--- config.mk ---
export PLATFORM = sky130hd
export DESIGN_NAME = hamSecCodec
export DESIGN_NICKNAME = d
export VERILOG_FILES = /design/src/rtl/hamSecPkg.sv /design/src/rtl/hamSecCtrl.sv /design/src/rtl/hamSecPath.sv /design/src/rtl/hamSecCodec.sv
export SDC_FILE = /design/constraint.sdc
export NUM_CORES = 1
export LEC_CHECK = 0
export ABC_AREA = 1
export BUFFER_PORTS_ARGS = -buffer_cell sky130_fd_sc_hd__buf_4
export CORE_ASPECT_RATIO = 1.1
export CORE_MARGIN = 10
export CORE_UTILIZATION = 45
export CTS_BUF_LIST = sky130_fd_sc_hd__clkbuf_4 sky130_fd_sc_hd__clkbuf_8
export DETAILED_ROUTE_END_ITERATION = 10
export HOLD_SLACK_MARGIN = 0.02
export MAX_ROUTING_LAYER = met4
export PLACE_DENSITY = 0.79
export SKIP_CTS_REPAIR_TIMING = 1
export SYNTH_ARGS = -nofsm -noshare
export SYNTH_HDL_FRONTEND = slang
export SYNTH_HIERARCHICAL = 1
export SYNTH_SLANG_ARGS = --single-unit
--- constraint.sdc ---
create_clock -name clk -period 0.8 [get_ports clk]
set_input_delay 0.04 -clock clk [delete_from_list [all_inputs] [get_ports clk]]
set_output_delay 0.04 -clock clk [all_outputs]
set_load 0.02 [all_outputs]
--- src/rtl/hamSecPkg.sv ---
package hamSecPkg;

  // Smallest check-bit count r with 2^r >= d + r + 1
  function automatic int parCount(input int dataW);
    int r;
    r = 1;
    while ((1 << r) < dataW + r + 1) r++;
    return r;
  endfunction

  typedef struct packed {
    logic capEnc;
    logic capDec;
  } hamStrobeT;

endpackage

--- src/rtl/hamSecCtrl.sv ---
module hamSecCtrl
  import hamSecPkg::*;
(
  input  logic      clk,
  input  logic      rstN,
  input  logic      encValid,
  input  logic      decValid,
  output hamStrobeT stb,
  output logic      encOutValid,
  output logic      decOutValid
);

  always_comb begin
    stb.capEnc = encValid;
    stb.capDec = decValid;
  end

  always_ff @(posedge clk or negedge rstN) begin
    if (!rstN) begin
      encOutValid <= 1'b0;
      decOutValid <= 1'b0;
    end else begin
      encOutValid <= encValid;
      decOutValid <= decValid;
    end
  end

endmodule

--- src/rtl/hamSecPath.sv ---
module hamSecPath
  import hamSecPkg::*;
#(
  parameter int DATA_W = 4,
  parameter int PAR_W  = 3,
  parameter int CODE_W = 7
) (
  input  logic              clk,
  input  logic              rstN,
  input  hamStrobeT         stb,
  input  logic [DATA_W-1:0] encData,
  input  logic [CODE_W-1:0] decWord,
  output logic [CODE_W-1:0] encWord,
  output logic [DATA_W-1:0] decData,
  output logic              decErr,
  output logic [PAR_W-1:0]  decPos,
  output logic              decUncorr
);

  localparam logic [PAR_W:0] LAST_POS = (PAR_W+1)'(CODE_W);

  // Positions (1-based) whose index has bit j set
  function automatic logic [CODE_W-1:0] coverMask(input int j);
    logic [CODE_W-1:0] m;
    for (int p = 1; p <= CODE_W; p++) m[p-1] = ((p >> j) & 1) == 1;
    return m;
  endfunction

  function automatic logic isPow2(input int p);
    return (p & (p - 1)) == 0;
  endfunction

  function automatic logic [CODE_W-1:0] placeData(input logic [DATA_W-1:0] d);
    logic [CODE_W-1:0] w;
    int k;
    w = '0;
    k = 0;
    for (int p = 1; p <= CODE_W; p++) begin
      if (!isPow2(p)) begin
        w[p-1] = d[k];
        k++;
      end
    end
    return w;
  endfunction

  function automatic logic [DATA_W-1:0] pullData(input logic [CODE_W-1:0] w);
    logic [DATA_W-1:0] d;
    int k;
    d = '0;
    k = 0;
    for (int p = 1; p <= CODE_W; p++) begin
      if (!isPow2(p)) begin
        d[k] = w[p-1];
        k++;
      end
    end
    return d;
  endfunction

  logic [CODE_W-1:0] placedWord;
  logic [CODE_W-1:0] encNext;
  logic [PAR_W-1:0]  encPar;
  logic [PAR_W-1:0]  syndrome;
  logic [CODE_W-1:0] flipMask;
  logic [CODE_W-1:0] fixedWord;
  logic              synBeyond;

  assign placedWord = placeData(encData);

  generate
    for (genvar j = 0; j < PAR_W; j++) begin : g_check
      localparam logic [CODE_W-1:0] MASK_J = coverMask(j);
      assign encPar[j]   = ^(placedWord & MASK_J);
      assign syndrome[j] = ^(decWord & MASK_J);
    end
  endgenerate

  always_comb begin
    encNext = placedWord;
    for (int j = 0; j < PAR_W; j++) encNext[(1 << j) - 1] = encPar[j];
  end

  assign synBeyond = {1'b0, syndrome} > LAST_POS;

  always_comb begin
    for (int p = 1; p <= CODE_W; p++) flipMask[p-1] = (syndrome == PAR_W'(p));
  end

  assign fixedWord = decWord ^ flipMask;

  always_ff @(posedge clk or negedge rstN) begin
    if (!rstN) begin
      encWord   <= '0;
      decData   <= '0;
      decErr    <= 1'b0;
      decPos    <= '0;
      decUncorr <= 1'b0;
    end else begin
      if (stb.capEnc) encWord <= encNext;
      if (stb.capDec) begin
        decData   <= pullData(fixedWord);
        decErr    <= |syndrome;
        decPos    <= syndrome;
        decUncorr <= synBeyond;
      end
    end
  end

endmodule

--- src/rtl/hamSecCodec.sv ---
module hamSecCodec
  import hamSecPkg::*;
#(
  parameter  int DATA_W = 4,
  localparam int PAR_W  = parCount(DATA_W),
  localparam int CODE_W = DATA_W + PAR_W
) (
  input  logic              clk,
  input  logic              rstN,
  input  logic              encValid,
  input  logic [DATA_W-1:0] encData,
  input  logic              decValid,
  input  logic [CODE_W-1:0] decWord,
  output logic              encOutValid,
  output logic [CODE_W-1:0] encWord,
  output logic              decOutValid,
  output logic [DATA_W-1:0] decData,
  output logic              decErr,
  output logic [PAR_W-1:0]  decPos,
  output logic              decUncorr
);

  hamStrobeT stb;

  hamSecCtrl u_ctrl (
    .clk        (clk),
    .rstN       (rstN),
    .encValid   (encValid),
    .decValid   (decValid),
    .stb        (stb),
    .encOutValid(encOutValid),
    .decOutValid(decOutValid)
  );

  hamSecPath #(
    .DATA_W(DATA_W),
    .PAR_W (PAR_W),
    .CODE_W(CODE_W)
  ) u_path (
    .clk      (clk),
    .rstN     (rstN),
    .stb      (stb),
    .encData  (encData),
    .decWord  (decWord),
    .encWord  (encWord),
    .decData  (decData),
    .decErr   (decErr),
    .decPos   (decPos),
    .decUncorr(decUncorr)
  );

endmodule

## Yosys cells after proc, flatten, opt, wreduce, memory -nomap -nowiden

Cells that the tools add are included.

| word-level totals | value |
|---|---|
| register bits after elaboration | 17 |
| memory bits (writable) | 0 |
| ROM bits | 0 |
| latch bits | 0 |
| memories | 0 |

| cells by class | value |
|---|---|
| bitwise logic cells | 1 |
| $mul | 0 |
| add/subtract/negate cells | 2 |
| reductions and logical operators | 10 |
| shift-type cells | 0 |
| muxes and demuxes | 15 |
| order comparisons | 6 |
| div/mod/pow operators | 0 |
| eq/ne operators | 7 |

Operator list:

| kind | count |
|---|---|
| $ge A32 B1 Y1 const B | 3 |
| $lt A32 B4 Y1 const B | 3 |
| $mux W32 | 3 |
| $add A32 B2 Y32 const B | 2 |
| $reduce_xor A7 Y1 | 6 |
| $bwmux W4 | 3 |
| $eq A3 B3 Y1 const B | 4 |
| $mux W4 | 2 |
| $xor A7 B7 Y7 | 1 |
| $demux W1 S2 | 3 |
| $eq A3 B2 Y1 const B | 2 |
| $mux W1 | 4 |
| $eq A3 B1 Y1 const B | 1 |
| $logic_and A1 B1 Y1 | 3 |
| $reduce_or A3 Y1 | 1 |

## Depth between registers and ports, before layout

Gate-level depths: netlist of run 1.

| logic depth | value |
|---|---|
| depth in word-level cells | 10 |
| depth in mapped cells | 10 |

## Cells and area by module

The synthesis of run 1 kept the hierarchy.

Modules (own cells, without submodules):

| module | times used | area each (sq um) | sequential area each (sq um) | cells each |
|---|---|---|---|---|
| hamSecPath | 1 | 897.1 | 375.4 | 129 |
| hamSecCtrl | 1 | 65.1 | 50.0 | 4 |

## Worst setup path before layout of run 1

No wires, ideal clock.

| timing | value |
|---|---|
| kind | register -> register |
| start point | register, netlist name u_path/encWord[0] |
| end point | register u_path.encWord[0] |
| setup slack | -21 ps |
| data required time | 666 ps |
| cell stages (with the launch flop) | 3 |
| data arrival time | 687 ps |
| period minus slack after synthesis | 821 ps |
| path through | dfrtp_1 -> a22oi_1 -> o21ai_0 |

RTL lines:

| item | RTL line | RTL |
|---|---|---|
| to (signal assigned) | hamSecPath.sv:100 | `if (stb.capEnc) encWord <= encNext;` |
| to (decl) | hamSecPath.sv:13 | `output logic [CODE_W-1:0] encWord,` |

## Final worst setup path of run 1

| timing | value |
|---|---|
| start point | register u_path.decPos[0] |
| end point | output decPos[0] |

RTL lines:

| item | RTL line | RTL |
|---|---|---|
| from (decl) | hamSecPath.sv:16 | `output logic [PAR_W-1:0] decPos,` |
| from (signal assigned) | hamSecPath.sv:104 | `decPos <= syndrome;` |
| to (decl) | hamSecCodec.sv:19 | `output logic [PAR_W-1:0] decPos,` |

No word-level cell between the ends.

==> results of run 1 <==
## state kept, by name, indices dropped and copies added, names as in the netlist
register	count
u_path/decPos	3
u_ctrl/encOutValid	1
u_path/encWord	7
u_path/decData	4
u_path/decErr	1
u_ctrl/decOutValid	1
## cell type report
type / instances / share of cell area
well taps: 28 / 0.0236
flip-flops and latches: 17 / 0.288
clock buffers: 4 / 0.0203
multi-input cells: 102 / 0.322
repair buffers: 52 / 0.315
inverters: 11 / 0.0312
## cells by family after synthesis
| group | synth area share |
|---|---|
| and+or+nand+nor | 0.419 |
| DFF | 0.442 |
| buffers and inverters | 0.0715 |
| AOI/OAI and AO/OA | 0.0455 |
| xor gates and xnor gates | 0.0182 |
| other | 0.00390 |
## per-stage QoR
stage          TNS (ns)  cells  area, µm²  setup WS (ns)
2_1_floorplan         0    133        963        0.00536
3_3_place_gp     -0.802    199       1280         -0.168
3_5_place_dp     -0.968    199       1280         -0.195
4_1_cts           -1.34    203       1310         -0.108
5_1_grt           -1.74    214       1480         -0.109
6_report         -0.989    214       1480        -0.0846
## cells in the mapped netlist, drive strengths merged
cell type and instances:
nand2 73, dfrtp 17, nand3 10, inv 9, nor2 5, nand4 4, buf 3, o21ai 3
clkinv 2, o211ai 2, xor2 2, a22oi 1, a31oi 1, conb 1
## metal layers
layer  up-vias  wire [µm]  global-route usage
li1        527          -                   -
met1       477       1160               0.106
met2        27       1440               0.221
met3         2        139              0.0403
met4         0         23              0.0561
met5         -          0                   -
## where the power goes
part           switching (µW)  internal [µW]
registers                68.5            951
clock network             252            227
logic                     450            410
## worst max-delay path by stage
| stage | cells after the start | end | from | slack, ns |
|---|---|---|---|---|
| CTS | 1 | decPos[2] | u_path/decPos[2] | -0.11 |
| finish | 1 | decPos[0] | u_path/decPos[0] | -0.08 |
| detailed placement | 11 | u_path/decData[0] | decWord[6] | -0.19 |
| floorplan | 2 | u_path/encWord[0] | u_path/encWord[0] | 0.005 |
| global placement | 11 | u_path/decData[0] | decWord[6] | -0.17 |
| global route | 1 | decPos[1] | u_path/decPos[1] | -0.11 |
==> impl_metrics.py, run 1 <==
metrics = {
    "outcome": {
        "status": "finished with violations",
        "violations": "negative setup slack",
    },
    "placed_design": {
        "gp_congestion": 0.830,
        "hpwl_um": 1980,
        "port_buffers": 31,
    },
    "global_route": {
        "grt.total_usage": 0.118,
        "grt_overflow": 0,
        "grt_max_degree": 18,
        "antenna_found_initial": 0,
        "grt_pass1_wl_um": 4110,
        "grt_pass1_vias": 1000,
    },
    "cts": {
        "cts_made_buffers": 3,
        "htree_levels": 1,
        "clock_path_buffers": 2,
        "cts_tree": "done",
        "root_buffer": "clkbuf_4",
        "clk_latency_ns": 0.28,
        "cts.clk_slew.worst_paths_ns": 0.10,
        "cts_num_sinks": 17,
    },
    "finish": {
        "multi_input_area_um2": 478,
        "seq_area_um2": 427,
        "diodes": 0,
        "fin_nets": 202,
        "layout_commonest_cell": "nand2_1",
        "fin_util": 0.734,
        "final_cell_mix": "nand2_1, buf_4, buf_6",
        "synthToLayoutAreaGrowth_pct": 54.1,
        "nFillCells": 154,
        "drive_gt1_frac": 0.366,
    },
    "setup_path": {
        "rrSetupSlack_ns": 0,
        "crit_arrival_ns": 0.84,
        "cpPeakStageDelay_ns": 0.42,
        "path_buf_inv": 1,
        "reg2reg_to": "u_path/encWord[3]",
        "start_kind": "flip-flop",
        "ff2ff_path_depth": 3,
        "path_cells": "buf_6",
        "required_ns": 0.76,
        "crit_fanout": 2,
        "crit_family": "flip-flops",
        "crit_path_end_kind": "primary output",
        "reg2reg_from": "u_path/encWord[3]",
        "crit_slowest_cell": "dfrtp_1",
        "crit_type": "reg2out",
    },
    "routing": {
        "drt_pass1_iterations": 4,
        "drt-vias-per-instance": 4.83,
        "vias": 1033,
        "drtAntennaViolNets": 0,
        "wl_um": 2760,
        "route.detailed.drc": 0,
        "routedWlPerCell_um": 12.9,
        "drt_iter0_drc": 24,
    },
    "yosys": {
        "netlist.area_leader.share": 0.442,
        "mappedNetlistNets": 148,
        "syn-cell-area_um2": 962,
        "yosys_register_bits": 17,
        "yosys.cell_types.count": 19,
        "netlist_instances": 133,
        "yosys_warnings": 6,
        "synthTopCellsByArea": "dfrtp_1, nand2_1, nand3_1",
        "yosysTopAreaCell": "dfrtp_1",
        "ys_seq_area_frac": 0.442,
        "syn_avg_cell_area_um2": 7.23,
    },
    "pwr": {
        "p_leak_uw": 0.000803,
        "pwr_density_cell_mw_per_mm2": 1590,
        "total_power_uw": 2360,
        "peakVddDrop_v": 0.000890,
    },
    "timing": {
        "period_share": 1.11,
        "worst_slack_ns": -0.0846,
        "fmax_mhz": 1130,
        "finalHoldViolations": 0,
        "holdWs_ns": 0.0187,
        "rsz0062_at_grt": "true",
        "setup_viol": 17,
        "maxSlewViolCount": 0,
        "fin_skew_ns": 0,
        "finalCriticalPeriod_ns": 0.885,
    },
    "floorplanning": {
        "num_rows": 17,
        "core_mm2": 0.00202,
        "dieWidth_um": 64.1,
        "boundaryPins": 33,
        "die-height_um": 68.5,
        "initial_utilization": 0.476,
        "die_area_mm2": 0.00439,
    },
    "job": {
        "maxCapViolations": 0,
    },
    "hold_path": {
        "worstHoldPathCells": 3,
        "holdCritPathClass": "in2reg",
        "hold_end": "u_path/encWord[5]",
        "hold_start": "encData[2]",
    },
}
Note: power is estimated with default switching activity, not from simulation.
==> run 2, diff against run 1 <==
--- a/config.mk
+++ b/config.mk
@@ -15,6 +15,7 @@
 export HOLD_SLACK_MARGIN = 0.02
 export MAX_ROUTING_LAYER = met4
 export PLACE_DENSITY = 0.79
+export REMOVE_ABC_BUFFERS = 1
 export SKIP_CTS_REPAIR_TIMING = 1
 export SYNTH_ARGS = -nofsm -noshare
 export SYNTH_HDL_FRONTEND = slang
==> impl_metrics.py, run 2 (same netlist as run 1, synthesis figures left out) <==
metrics = {
    "routing": {
        "drtAntennaViolNets": 0,
        "wl_um": 2840,
        "route.detailed.drc": 0,
        "vias": 1032,
        "drt_iter0_drc": 35,
        "drt_pass1_iterations": 4,
        "drt-vias-per-instance": 4.82,
        "routedWlPerCell_um": 13.3,
    },
    "finish": {
        "fin_nets": 202,
        "design_area_mm2": 0.00147,
        "largest_reg_flops": 7,
        "final_cell_mix": "nand2_1, buf_4, buf_6, dfrtp_1, nand3_1",
        "drive_gt1_frac": 0.355,
        "fin_util": 0.729,
        "regMostFlops": "u_path/encWord",
        "synthToLayoutAreaGrowth_pct": 53.2,
        "diodes": 0,
        "reg_top3": "u_path/encWord: 7 flops, u_path/decData: 4 flops, u_path/decPos: 3 flops",
        "layout_commonest_cell": "nand2_1",
    },
    "setup_path": {
        "crit_fanout": 2,
        "reg2reg_from": "u_path/encWord[0]",
        "crit_arrival_ns": 1.04,
        "path_buf_inv": 0,
        "ff2ff_path_depth": 2,
        "cpPeakStageDelay_ns": 0.42,
        "crit_family": "flip-flops",
        "crit_type": "reg2reg",
        "crit_slowest_cell": "dfrtp_1",
        "reg2reg_to": "u_path/encWord[0]",
        "start_kind": "flip-flop",
        "rrSetupSlack_ns": -0.1,
        "required_ns": 0.94,
        "path_cells": "a22oi_1, o21ai_1",
        "crit_path_end_kind": "flip-flop",
    },
    "hold_path": {
        "hold_end": "u_path/encWord[2]",
        "holdCritPathClass": "in2reg",
        "hold_start": "encValid",
        "worstHoldPathCells": 3,
    },
    "floorplanning": {
        "die-height_um": 68.5,
        "num_rows": 17,
        "boundaryPins": 33,
        "dieWidth_um": 64.1,
        "initial_utilization": 0.476,
        "die_area_mm2": 0.00439,
        "core_mm2": 0.00202,
    },
    "global_route": {
        "grt_max_degree": 18,
        "grt_pass1_vias": 939,
        "grt_util_met2": 0.206,
        "use_met1": 0.102,
        "grt_overflow": 0,
        "grt.total_usage": 0.110,
        "top_usage_layer": "met2",
        "grt_pass1_wl_um": 3820,
        "antenna_found_initial": 0,
        "gr-usage-met3": 0.0370,
    },
    "outcome": {
        "status": "finished with violations",
        "violations": "negative setup slack",
    },
    "timing": {
        "setup_viol": 19,
        "holdWs_ns": 0.0511,
        "fmax_mhz": 1120,
        "fin_skew_ns": 0,
        "tns_ns": -1.09,
        "worst_slack_ns": -0.0961,
        "maxSlewViolCount": 0,
        "rsz0062_at_grt": "true",
        "finalHoldViolations": 0,
        "period_share": 1.12,
        "finalCriticalPeriod_ns": 0.896,
    },
    "job": {
        "maxCapViolations": 0,
    },
    "cts": {
        "clock_path_buffers": 2,
        "root_buffer": "clkbuf_4",
        "cts_num_sinks": 17,
        "cts.clk_slew.worst_paths_ns": 0.09,
        "cts_made_buffers": 3,
        "clk_latency_ns": 0.28,
        "cts_tree": "done",
        "htree_levels": 1,
    },
    "pwr": {
        "pwr_density_cell_mw_per_mm2": 1580,
        "p_leak_uw": 0.000803,
        "peakVddDrop_v": 0.000733,
    },
    "placed_design": {
        "gp_congestion": 0.861,
        "hpwl_um": 1980,
        "pre_cts_slack_ns": -0.189,
        "port_buffers": 31,
        "dpl_cell_area_mm2": 0.00127,
    },
}
==> run 2: cell types whose count changed in the layout (fill, tap and decap cells not counted) <==
cell and delta:
a22oi_1 +1, a22oi_2 -1, clkbuf_4 -1, clkinv_2 +1
dfrtp_1 +1, dfrtp_2 -1
==> run 2: metal layers <==
layer / vias up / routed length [µm]
met5: - / 0
met4: 0 / 40
met3: 4 / 191
met2: 33 / 1470
met1: 471 / 1150
li1: 524 / -
==> run 2: worst max-delay path by stage <==
| stage | endpoint | start | depth (start not counted) |
|---|---|---|---|
| final | u_path/encWord[0] | u_path/encWord[0] | 2 |
| after global routing | u_path/encWord[0] | u_path/encWord[0] | 2 |
| after CTS | decData[3] | u_path/decData[3] | 1 |
| after detailed placement | u_path/decData[0] | decWord[6] | 11 |
| after global placement | u_path/decData[0] | decWord[6] | 11 |
| after floorplan | u_path/encWord[0] | u_path/encWord[0] | 2 |
==> run 2: cell type report <==
class | instances | area, µm²
fill | 157 | 547
clock buffer | 3 | 22.5
sequential | 17 | 425
tap | 28 | 35.0
clock inverter | 1 | 5.00
timing repair buffer | 52 | 467
inverter | 11 | 46.3
multi-input combinational | 102 | 473
==> run 2: stage by stage <==
stage | total power (µW) | cells
floorplan | 1380 | 130
global placement | 1710 | 198
detailed placement | 1740 | 198
CTS | 2180 | 202
global route | 2470 | 214
finish | 2330 | 214
==> run 2: tightest hold or removal path: cells and delay by family <==
kind / cells / cell delay (ns)
simple gates: 2 / 0.13
buf+inv: 1 / 0.13
==> run 2: power by group <==
part / switching [µW] / internal (µW) / leakage [µW]
logic: 459 / 412 / 0.000582
registers: 67.4 / 950 / 0.000203
clock network: 253 / 185 / 0.0000177
total: 779 / 1550 / 0.000803
==> run 3, diff against run 2 <==
--- a/config.mk
+++ b/config.mk
@@ -15,6 +15,7 @@
 export HOLD_SLACK_MARGIN = 0.02
 export MAX_ROUTING_LAYER = met4
 export PLACE_DENSITY = 0.79
+export RECOVER_POWER = 100
 export REMOVE_ABC_BUFFERS = 1
 export SKIP_CTS_REPAIR_TIMING = 1
 export SYNTH_ARGS = -nofsm -noshare
==> impl_metrics.py, run 3 (same netlist as run 1, synthesis figures left out) <==
metrics = {
    "setup_path": {
        "crit_slowest_cell": "dfrtp_1",
        "start_kind": "flip-flop",
        "crit_arrival_ns": 1.05,
        "crit_fanout": 2,
        "required_ns": 0.94,
        "crit_path_end_kind": "flip-flop",
        "path_cells": "a22oi_1, o21ai_1",
        "crit_type": "reg2reg",
        "cpPeakStageDelay_ns": 0.42,
    },
    "floorplanning": {
        "dieWidth_um": 64.1,
        "die-height_um": 68.5,
        "boundaryPins": 33,
        "core_mm2": 0.00202,
        "initial_utilization": 0.476,
        "num_rows": 17,
        "die_area_mm2": 0.00439,
    },
    "routing": {
        "route.detailed.drc": 0,
        "routedWlPerCell_um": 13.4,
        "drtAntennaViolNets": 0,
        "wl_um": 2870,
        "drt_iter0_drc": 35,
        "drt_pass1_iterations": 4,
        "drt-vias-per-instance": 4.85,
        "vias": 1037,
    },
    "timing": {
        "finalHoldViolations": 0,
        "fmax_mhz": 1100,
        "setup_viol": 19,
        "period_share": 1.13,
        "worst_slack_ns": -0.107,
        "finalCriticalPeriod_ns": 0.907,
        "tns_ns": -1.13,
        "rsz0062_at_grt": "true",
        "fin_skew_ns": 0,
        "maxSlewViolCount": 0,
    },
    "hold_path": {
        "holdCritPathClass": "in2reg",
    },
    "pwr": {
        "pwr_density_cell_mw_per_mm2": 1590,
        "peakVddDrop_v": 0.000733,
        "seqPwrFrac": 0.438,
        "combinationalPowerShare": 0.372,
        "swShare": 0.337,
        "switching_power_uw": 783,
        "p_int_uw": 1540,
        "p_leak_uw": 0.000798,
        "clkPwrFrac": 0.190,
    },
    "placed_design": {
        "hpwl_um": 1980,
        "gp_congestion": 0.861,
        "port_buffers": 31,
    },
    "cts": {
        "root_buffer": "clkbuf_4",
        "cts_tree": "done",
        "clock_path_buffers": 2,
        "clk_latency_ns": 0.28,
        "cts_made_buffers": 3,
        "cts.clk_slew.worst_paths_ns": 0.09,
        "htree_levels": 1,
        "cts_num_sinks": 17,
    },
    "global_route": {
        "use_met1": 0.102,
        "top_usage_layer": "met2",
        "grt_overflow": 0,
        "antenna_found_initial": 0,
        "gr-usage-met3": 0.0370,
        "grt_pass1_vias": 939,
        "grt_pass1_wl_um": 3820,
        "grt_util_met2": 0.206,
        "grt.total_usage": 0.110,
        "grt_max_degree": 18,
    },
    "finish": {
        "regMostFlops": "u_path/encWord",
        "layout_commonest_cell": "nand2_1",
        "diodes": 0,
        "fin_nets": 202,
        "drive_gt1_frac": 0.344,
        "synthToLayoutAreaGrowth_pct": 52.0,
        "fin_util": 0.724,
        "final_cell_mix": "nand2_1, buf_4, buf_6, dfrtp_1, nand3_1",
        "largest_reg_flops": 7,
        "reg_top3": "u_path/encWord: 7 flops, u_path/decData: 4 flops, u_path/decPos: 3 flops",
    },
    "outcome": {
        "status": "finished with violations",
        "violations": "negative setup slack",
    },
    "job": {
        "maxCapViolations": 0,
    },
}
## run 3: per-stage QoR
step	area [µm²]	worst slack, ns	hold slack [ns]	power, µW	cells
2_1_floorplan	940	-0.0210	-0.256	1380	130
3_3_place_gp	1270	-0.172	-0.0913	1710	198
3_5_place_dp	1270	-0.189	-0.0858	1740	198
4_1_cts	1300	-0.0978	-0.401	2180	202
5_1_grt	1460	-0.116	0.0475	2460	214
6_report	1460	-0.107	0.0405	2320	214
## run 3: final cells by class
class                      instances  area (µm²)
fill                             160         558
multi-input combinational        102         470
timing repair buffer              52         458
sequential                        17         425
inverter                          11        46.3
tap                               28        35.0
clock buffer                       3        22.5
clock inverter                     1        5.00
## run 3: critical path: cells and delay by family, from the launching register on
kind / cells / cell delay, ns
compound gates: 2 / 0.35
flops: 1 / 0.42
## run 3: final timing paths
path,from,end,slack (ns),cells past startpoint
max,u_path/encWord[0],u_path/encWord[0],-0.11,2
min,encData[1],u_path/encWord[4],0.04,3
max reg2reg,u_path/encWord[0],u_path/encWord[0],-0.11,2
min reg2reg,u_path/decData[0],u_path/decData[0],0.51,2
max in group asynchronous,rstN,u_path/encWord[2],0.28,2
min in group asynchronous,rstN,u_ctrl/encOutValid,0.22,2
## run 3: metal layers
| layer | up-vias | share of wire |
|---|---|---|
| met5 | - | 0 |
| met4 | 0 | 0.014 |
| met3 | 4 | 0.069 |
| met2 | 37 | 0.52 |
| met1 | 471 | 0.40 |
| li1 | 525 | - |
## run 3: power by group through the flow
stage	clock network, µW	logic (µW)	registers [µW]
6_report	441	864	1020
5_1_grt	495	939	1030
4_1_cts	457	723	997
3_5_place_dp	0	721	1010
3_3_place_gp	0	701	1010
2_1_floorplan	0	256	1130
